==> src/rtl/afc_pkg.sv <==
package afc_pkg;

  typedef struct packed {
    logic cts_hold;
    logic rts_hold;
  } afc_stat_t;

  function automatic int ladder_pick(input logic [1:0] sel,
                                     input int l0, input int l1,
                                     input int l2, input int l3);
    case (sel)
      2'd0:    return l0;
      2'd1:    return l1;
      2'd2:    return l2;
      default: return l3;
    endcase
  endfunction

endpackage

==> src/rtl/afc_sync.sv <==
module afc_sync #(
  parameter int STAGES = 2
) (
  input  logic clk,
  input  logic rst_n,
  input  logic d_async,
  output logic q_sync
);
  logic [STAGES-1:0] chain_q;

  genvar g;
  generate
    for (g = 0; g < STAGES; g++) begin : g_stage
      if (g == 0) begin : g_first
        always_ff @(posedge clk or negedge rst_n) begin
          if (!rst_n) chain_q[0] <= 1'b0;
          else        chain_q[0] <= d_async;
        end
      end else begin : g_next
        always_ff @(posedge clk or negedge rst_n) begin
          if (!rst_n) chain_q[g] <= 1'b0;
          else        chain_q[g] <= chain_q[g-1];
        end
      end
    end
  endgenerate

  assign q_sync = chain_q[STAGES-1];
endmodule

==> src/rtl/afc_tx_gate.sv <==
module afc_tx_gate (
  input  logic clk,
  input  logic rst_n,
  input  logic auto_cts_en,
  input  logic cts_s,
  input  logic tx_busy,
  output logic tx_permit,
  output logic cts_hold
);
  logic hold_q;

  // The stop decision is only revisited between characters.
  always_ff @(posedge clk or negedge rst_n) begin
    if (!rst_n)        hold_q <= 1'b0;
    else if (!tx_busy) hold_q <= auto_cts_en & cts_s;
  end

  assign tx_permit = ~hold_q;
  assign cts_hold  = hold_q;
endmodule

==> src/rtl/afc_rts_ctrl.sv <==
module afc_rts_ctrl
  import afc_pkg::*;
#(
  parameter int DEPTH = 16,
  parameter int LVL0  = 1,
  parameter int LVL1  = 4,
  parameter int LVL2  = 8,
  parameter int LVL3  = 14,
  localparam int CNT_W = $clog2(DEPTH + 1)
) (
  input  logic             clk,
  input  logic             rst_n,
  input  logic             auto_rts_en,
  input  logic [1:0]       trig_sel,
  input  logic [CNT_W-1:0] rx_fill,
  input  logic             sw_rts,
  output logic             rts_pin,
  output logic             rx_trig_irq,
  output logic             rts_hold
);
  localparam int NLVL = 4;

  logic [NLVL-1:0][CNT_W-1:0] trig_pt;
  logic [NLVL-1:0][CNT_W-1:0] asrt_pt;
  logic [NLVL-1:0][CNT_W-1:0] rel_pt;

  // Assert point is one step up the ladder; release point one step down.
  genvar g;
  generate
    for (g = 0; g < NLVL; g++) begin : g_ladder
      localparam int TRIG = ladder_pick(2'(g), LVL0, LVL1, LVL2, LVL3);
      localparam int ASRT = (g == NLVL-1) ? DEPTH
                          : ladder_pick(2'(g+1), LVL0, LVL1, LVL2, LVL3);
      localparam int REL  = (g == 0) ? 1
                          : ladder_pick(2'(g-1), LVL0, LVL1, LVL2, LVL3);
      assign trig_pt[g] = CNT_W'(TRIG);
      assign asrt_pt[g] = CNT_W'(ASRT);
      assign rel_pt[g]  = CNT_W'(REL);
    end
  endgenerate

  logic hold_q, hold_d, rts_q, irq_q;

  always_comb begin
    if (!auto_rts_en)  hold_d = 1'b0;
    else if (hold_q)   hold_d = (rx_fill >= rel_pt[trig_sel]);
    else               hold_d = (rx_fill >= asrt_pt[trig_sel]);
  end

  always_ff @(posedge clk or negedge rst_n) begin
    if (!rst_n) begin
      hold_q <= 1'b0;
      rts_q  <= 1'b0;
      irq_q  <= 1'b0;
    end else begin
      hold_q <= hold_d;
      rts_q  <= auto_rts_en ? hold_d : sw_rts;
      irq_q  <= (rx_fill >= trig_pt[trig_sel]);
    end
  end

  assign rts_pin     = rts_q;
  assign rx_trig_irq = irq_q;
  assign rts_hold    = hold_q;
endmodule

==> src/rtl/afc_flow_ctrl.sv <==
module afc_flow_ctrl
  import afc_pkg::*;
#(
  parameter int DEPTH       = 16,
  parameter int LVL0        = 1,
  parameter int LVL1        = 4,
  parameter int LVL2        = 8,
  parameter int LVL3        = 14,
  parameter int SYNC_STAGES = 2
) (
  input  logic                       clk,
  input  logic                       rst_n,
  input  logic                       auto_cts_en,
  input  logic                       auto_rts_en,
  input  logic [1:0]                 trig_sel,
  input  logic [$clog2(DEPTH+1)-1:0] rx_fill,
  input  logic                       cts_pin,
  input  logic                       sw_rts,
  input  logic                       tx_busy,
  output logic                       tx_permit,
  output logic                       rts_pin,
  output logic                       rx_trig_irq,
  output logic [1:0]                 flow_stat
);
  logic      cts_s;
  afc_stat_t stat;

  afc_sync #(.STAGES(SYNC_STAGES)) u_sync (
    .clk(clk), .rst_n(rst_n), .d_async(cts_pin), .q_sync(cts_s)
  );

  afc_tx_gate u_tx_gate (
    .clk(clk), .rst_n(rst_n), .auto_cts_en(auto_cts_en), .cts_s(cts_s),
    .tx_busy(tx_busy), .tx_permit(tx_permit), .cts_hold(stat.cts_hold)
  );

  afc_rts_ctrl #(
    .DEPTH(DEPTH), .LVL0(LVL0), .LVL1(LVL1), .LVL2(LVL2), .LVL3(LVL3)
  ) u_rts_ctrl (
    .clk(clk), .rst_n(rst_n), .auto_rts_en(auto_rts_en), .trig_sel(trig_sel),
    .rx_fill(rx_fill), .sw_rts(sw_rts), .rts_pin(rts_pin),
    .rx_trig_irq(rx_trig_irq), .rts_hold(stat.rts_hold)
  );

  assign flow_stat = stat;
endmodule

==> config.mk <==
export PLATFORM = sky130hd
export DESIGN_NAME = afc_flow_ctrl
export DESIGN_NICKNAME = d
export VERILOG_FILES = /design/src/rtl/afc_pkg.sv /design/src/rtl/afc_sync.sv /design/src/rtl/afc_tx_gate.sv /design/src/rtl/afc_rts_ctrl.sv /design/src/rtl/afc_flow_ctrl.sv
export SDC_FILE = /design/constraint.sdc
export NUM_CORES = 1
export LEC_CHECK = 0
export BUFFER_PORTS_ARGS = -buffer_cell sky130_fd_sc_hd__buf_4
export CAP_MARGIN = 0
export CORE_UTILIZATION = 30
export DETAILED_ROUTE_END_ITERATION = 8
export GPL_ROUTABILITY_DRIVEN = 0
export PLACE_DENSITY = 0.6
export SYNTH_ARGS = -nofsm -noshare
export SYNTH_HDL_FRONTEND = slang
export SYNTH_SLANG_ARGS = --single-unit
==> constraint.sdc <==
create_clock -name clk -period 1.3 [get_ports clk]
set_input_delay 0.26 -clock clk [delete_from_list [all_inputs] [get_ports clk]]
set_output_delay 0.26 -clock clk [all_outputs]
set_load 0.005 [all_outputs]
==> flow_summary.yaml, run 1 <==
sta:
  fin_skew_ps: 8.29
  period_share: 1.08
  period_minus_slack_ps: 1410
  finalHoldViolations: 0
  slew-limit-headroom: 0.785
  fin_ws_ps: -107
  rsz0062_at_grt: "yes"
  maxSlewViolCount: 0
  setup_viol: 3
  worstMarginPinSlew_ps: 323
  fmax_mhz: 711
route:
  met3WireLength_um: 37
  wl_um: 1130
  highest_layer: "met3"
  vias: 457
  firstDrtPassIters: 2
  drtAntennaViolNets: 0
  wl_met2_um: 557
  met1Wirelength_um: 531
  drt_iter0_markers: 4
  vias_per_cell: 4.66
  drc: 0
  wl_per_cell_um: 11.5
logic_synthesis:
  syn_inst: 53
  ys_seq_area_frac: 0.294
  synth_cell_type_count: 18
  synth_compound_gate_area_share: 0.150
  synth_top_area_share: 0.343
  synth_adder_area_share: 0.343
  synth_area_per_cell_sq_um: 9.63
  synth_xor_area_frac: 0.0172
  synth_area_sq_um: 510
  syn_nets: 81
  synth_top_family_by_area: "adder cells"
  yosysTopAreaCell: "ha_1"
  synthSimpleGateAreaFrac: 0.100
  muxShareOfSynthArea: 0
  synth_area_leaders: "ha_1 (34%), dfrtp_1 (29%), inv_1 (6.6%)"
  yosysWarningCount: 0
  synth-seq-cells: 6
floorplanning:
  die_h_um: 43.3
  coreArea_sq_um: 1540
  boundaryPins: 19
  row_count: 14
  fp.dieW_um: 43.3
  dieArea_sq_um: 1870
  start_util: 0.331
finish:
  fin_area_sq_um: 905
  antenna_cells: 0
  drive_above_1_share: 0.549
  multi_input_area_sq_um: 420
  regArea_sq_um: 150
  fill_cells: 126
  fin_util: 0.587
  area.growth.synth_to_final_pct: 77.2
  nets: 112
outcome:
  violations: "setup timing"
  outcome: "finished, violations left"
setup_path:
  reg2reg_slack_ps: 220
  r2r-end: "u_rts_ctrl.rts_pin"
  rr_startpoint: "u_rts_ctrl.rts_hold"
  reg2regPathDepth: 3
  setup.worst_path.end: "u_rts_ctrl.rts_pin"
  path_depth: 9
  required_ps: 1410
  critPathMostFrequentCell: "ha_4"
  crit_chain: "buf_12 -> inv_12 -> ha_4 -> nor2_4 -> ha_4 -> o211ai_1 -> a31oi_2 -> a2111oi_4 -> o32ai_2"
  critPathMaxFanout: 4
  cp_slowest_cell: "a2111oi_4"
  cp-end-kind: "register"
  slowest_delay_ps: 260
  cp-start-kind: "input pin"
  crit_start: "trig_sel[0]"
  path_delay_family: "compound AO/OA/AOI/OAI gates"
  path_buf_inv: 2
  path_class: "input pin to register"
  arrival_ps: 1520
global_routing:
  grt_pass1_vias: 444
  antenna_found_initial: 0
  gr-total-overflow: 0
  grt_start_max_net_pins: 7
  track_usage: 0.129
  grt_pass1_wl_um: 1760
min_path:
  worst_hold_path_type: "input pin to register"
clock_network:
  clock_latency_ps: 250
  cts_buffers: 3
  clkTransAtPathRegs_ps: 40
  cts_max_level: 1
  cts_sinks: 6
  cts-root-buf: "clkbuf_4"
  clock_path_buffers: 2
  tritoncts: "yes"
job:
  cap_viol_max_count: 0
placement:
  placed_area_sq_um: 748
  dp_hpwl_um: 857
  port-buffer-count: 18
pwr:
  powerDensity_nw_per_um2: 706
  p_leak_uw: 0.000440
  ir_worst_vdd_uv: 532
where the power goes:
part | switching [uW] | leakage, uW | internal [uW]
registers | 9.97 | 0.0000711 | 204
clock network | 66.9 | 0.0000138 | 104
logic | 105 | 0.000355 | 149
routing by layer:
layer,track usage,vias up
met4,0.0182,0
met3,0.0638,0
met1,0.177,206
met5,0,-
met2,0.185,11
li1,-,240
worst min-delay path by stage:
stage / from / endpoint / slack, ps / cells after the start
floorplan: rst_n / u_rts_ctrl.rts_hold / -40 / 0
global placement: rst_n / u_tx_gate.cts_hold / 70 / 1
detailed placement: rst_n / u_tx_gate.cts_hold / 70 / 1
CTS: cts_pin / u_sync.chain_q[0] / 120 / 1
global route: cts_pin / u_sync.chain_q[0] / 100 / 1
finish: cts_pin / u_sync.chain_q[0] / 130 / 1
cell usage after synthesis:
cell,instances
nor3_1,2
ha_1,14
a2111oi_2,1
a211o_1,1
o211ai_1,1
a21oi_1,1
a21o_1,2
o21ai_0,2
nor2_1,3
buf_4,2
nand2_1,3
inv_1,9
a31oi_1,1
nand2b_1,2
o32ai_1,1
dfrtp_1,6
xor2_1,1
nor2b_1,1
layout by cell type (no fill, tap or decap), types with 2 or more instances in the layout:
cell type  synthesis  final
buf_4              2     25
ha_1              14      9
dfrtp_1            6      6
inv_1              9      5
ha_4               0      5
nand2_1            3      3
clkbuf_4           0      3
inv_2              0      2
a21o_1             2      2
nor2_1             3      2
o21ai_0            2      2
buf_12             0      2
what timing repair did:
item                       CTS  global route
setup endpoints to repair    3             3
hold endpoints to repair     6             0
gates resized for setup      8            10
hold buffers                 1             0
cloned                       0             0
pin swaps                    1             8
buffers inserted             0             2
stage by stage:
| step | TNS [ps] | power, uW | worst slack, ps | cells | hold WS [ps] |
|---|---|---|---|---|---|
| after floorplan | -513 | 311 | -206 | 53 | -35.6 |
| after global placement | -1190 | 405 | -426 | 92 | 68.5 |
| after detailed placement | -1230 | 408 | -455 | 92 | 70.9 |
| after CTS | -292 | 600 | -137 | 96 | 118 |
| after global routing | -351 | 697 | -169 | 98 | 99.1 |
| final | -192 | 639 | -107 | 98 | 127 |
flip-flops by register name, indices dropped and copies added, names as in the netlist:
signal / flops
u_rts_ctrl.rts_hold: 1
u_sync.chain_q: 1
u_rts_ctrl.rx_trig_irq: 1
u_tx_gate.cts_hold: 1
u_sync.q_sync: 1
u_rts_ctrl.rts_pin: 1
logic make-up after synthesis:
kind of cell / count (synthesis)
xor gates and xnor gates: 1
buffers and inverters: 11
DFF: 6
and+or+nand+nor: 11
AOI/OAI and AO/OA: 10
adders and majority gates: 14
cell type report:
class                   count  share of cell area
inverters                   9              0.0595
repair buffers             28               0.263
clock buffers               3              0.0249
well taps                  16              0.0221
multi-input cells          36               0.465
flip-flops and latches      6               0.166
Power figures use the tool's default switching activity.
==> run 2, diff against run 1 <==
Settings changed: ABC_AREA from default to 1, SETUP_SLACK_MARGIN from default to 0.2.
==> flow_summary.yaml, run 2 <==
sta:
  whs_ps: 127
  setup_viol: 0
  finalHoldViolations: 0
  worstMarginPinSlew_ps: 160
  maxSlewViolCount: 0
  fin_ws_ps: 173
  slew-limit-headroom: 0.893
  fin_skew_ps: 3.36
  period_share: 0.867
  period_minus_slack_ps: 1130
  rsz0062_at_grt: "yes"
  fmax_mhz: 887
finish:
  drive_above_1_share: 0.468
  multi_input_area_sq_um: 434
  nets: 124
  layout_commonest_cell: "buf_4"
  area.growth.synth_to_final_pct: 69.8
  final_cell_mix: "buf_4 (20), nand2_1 (16), inv_1 (11)"
  regArea_sq_um: 150
  fill_cells: 149
  antenna_cells: 0
pwr:
  total_power_uw: 620
  ir_worst_vdd_uv: 447
  power_switching_uw: 179
  p_seq_frac: 0.340
  internal_power_uw: 441
  p_leak_uw: 0.000459
  powerDensity_nw_per_um2: 672
  clkPwrFrac: 0.267
  pwr-share-comb: 0.393
  p_sw_frac: 0.289
logic_synthesis:
  synth_area_per_cell_sq_um: 7.76
  syn_nets: 98
  synth_common_cells: "nand2_1 (17), inv_1 (16), ha_1 (14), dfrtp_1 (6), nor2_1 (4)"
  synth_top_area_share: 0.323
  yosysTopAreaCell: "ha_1"
  synth_cell_type_count: 14
  synth_flop_cell: "dfrtp_1"
  synth.most_common_cell: "nand2_1"
  synth_edf_count: 0
  synth_area_sq_um: 543
  synthArstFlopShare: 1.00
  synth_area_leaders: "ha_1 (32%), dfrtp_1 (28%), nand2_1 (12%)"
  ys_seq_area_frac: 0.276
  yosysWarningCount: 0
  synth-seq-cells: 6
  syn_inst: 70
floorplanning:
  coreArea_sq_um: 1710
  die_h_um: 44.5
  fp.dieW_um: 44.5
  boundaryPins: 19
  start_util: 0.318
  dieArea_sq_um: 1980
  row_count: 15
route:
  wl_per_cell_um: 8.83
  drt_iter0_markers: 6
  drc: 3
  wl_um: 1050
  vias: 499
  firstDrtPassIters: 6
  vias_per_cell: 4.19
  drtAntennaViolNets: 0
setup_path:
  reg2reg_slack_ps: 410
  r2r-end: "u_rts_ctrl.rts_pin"
  path_class: "input pin to register"
  setup.worst_path.end: "u_rts_ctrl.rts_pin"
  critPathMaxFanout: 4
  rr_startpoint: "u_rts_ctrl.rts_hold"
  cp-end-kind: "register"
  reg2regPathDepth: 6
  cp-start-kind: "input pin"
  required_ps: 1430
  arrival_ps: 1260
  crit_start: "trig_sel[1]"
outcome:
  violations: "DRC"
  outcome: "finished, violations left"
global_routing:
  grt_start_max_net_pins: 7
  gr-total-overflow: 0
  grt_pass1_vias: 434
  antenna_found_initial: 0
  track_usage: 0.115
  grt_pass1_wl_um: 1640
job:
  cap_viol_max_count: 0
placement:
  port-buffer-count: 18
  dp_slack_ps: -175
  dp_hpwl_um: 827
clock_network:
  clkTransAtPathRegs_ps: 40
  cts_buffers: 3
  clock_path_buffers: 2
  clock_latency_ps: 240
  tritoncts: "yes"
  cts_sinks: 6
  cts_max_level: 1
  cts-root-buf: "clkbuf_4"
min_path:
  worst_hold_path_type: "input pin to register"
[run 2: how the worst min path moves through the flow]
stage,startpoint,end,slack [ps],depth (start not counted)
after global placement,rst_n,u_tx_gate.cts_hold,70,1
final,cts_pin,u_sync.chain_q[0],130,1
after global routing,cts_pin,u_sync.chain_q[0],110,1
after CTS,cts_pin,u_sync.chain_q[0],120,1
after floorplan,rst_n,u_rts_ctrl.rts_hold,-40,0
after detailed placement,rst_n,u_rts_ctrl.rx_trig_irq,70,1
[run 2: cell type report]
class                           count  area share
Clock buffer                        3      0.0244
Inverter                           17      0.0909
Multi-Input combinational cell     45       0.471
Sequential cell                     6       0.163
Tap cell                           25      0.0339
Timing Repair Buffer               23       0.217
[run 2: kinds of logic after synthesis]
logic type,Yosys count,share of synthesized area
and+or+nand+nor,26,0.198
buffers and inverters,19,0.145
adders and majority gates,14,0.323
DFF,6,0.276
AOI/OAI and AO/OA,5,0.0576
[run 2: critical path, stage by stage]
cell and delay [ps]:
buf_12 100, inv_8 30, ha_4 160, nor2_4 110, ha_4 200, nand2_1 80
nand3_2 80, nand2_2 70, a21oi_2 40, nand2_1 70, nand2_1 50
[run 2: metal layers]
layer	global-route usage	share of wire
met5	0	0
met4	0.0182	0
met3	0.0531	0.035
met2	0.191	0.52
met1	0.137	0.44
[run 2: repair_timing]
item | CTS | global route
buffers inserted | 1 | 0
pin swaps | 4 | 6
hold endpoints to repair | 6 | 0
resized for setup | 9 | 10
endpoints found under the setup margin | 3 | 3
hold buffers | 1 | 0
[run 2: power by group through the flow]
stage               clock network (uW)  logic (uW)  registers (uW)
floorplan                            0         105             213
global placement                     0         188             213
detailed placement                   0         191             213
CTS                                177         212             211
global route                       187         275             212
finish                             166         244             211
[run 2: metrics by stage]
step / area (sq um) / cells / util / TNS (ps)
2_1_floorplan: 591 / 70 / - / 0
3_3_place_gp: 764 / 114 / 0.448 / -340
3_5_place_dp: 764 / 114 / 0.448 / -414
4_1_cts: 845 / 119 / 0.495 / 0
5_1_grt: 922 / 119 / 0.540 / 0
6_report: 922 / 119 / 0.540 / 0
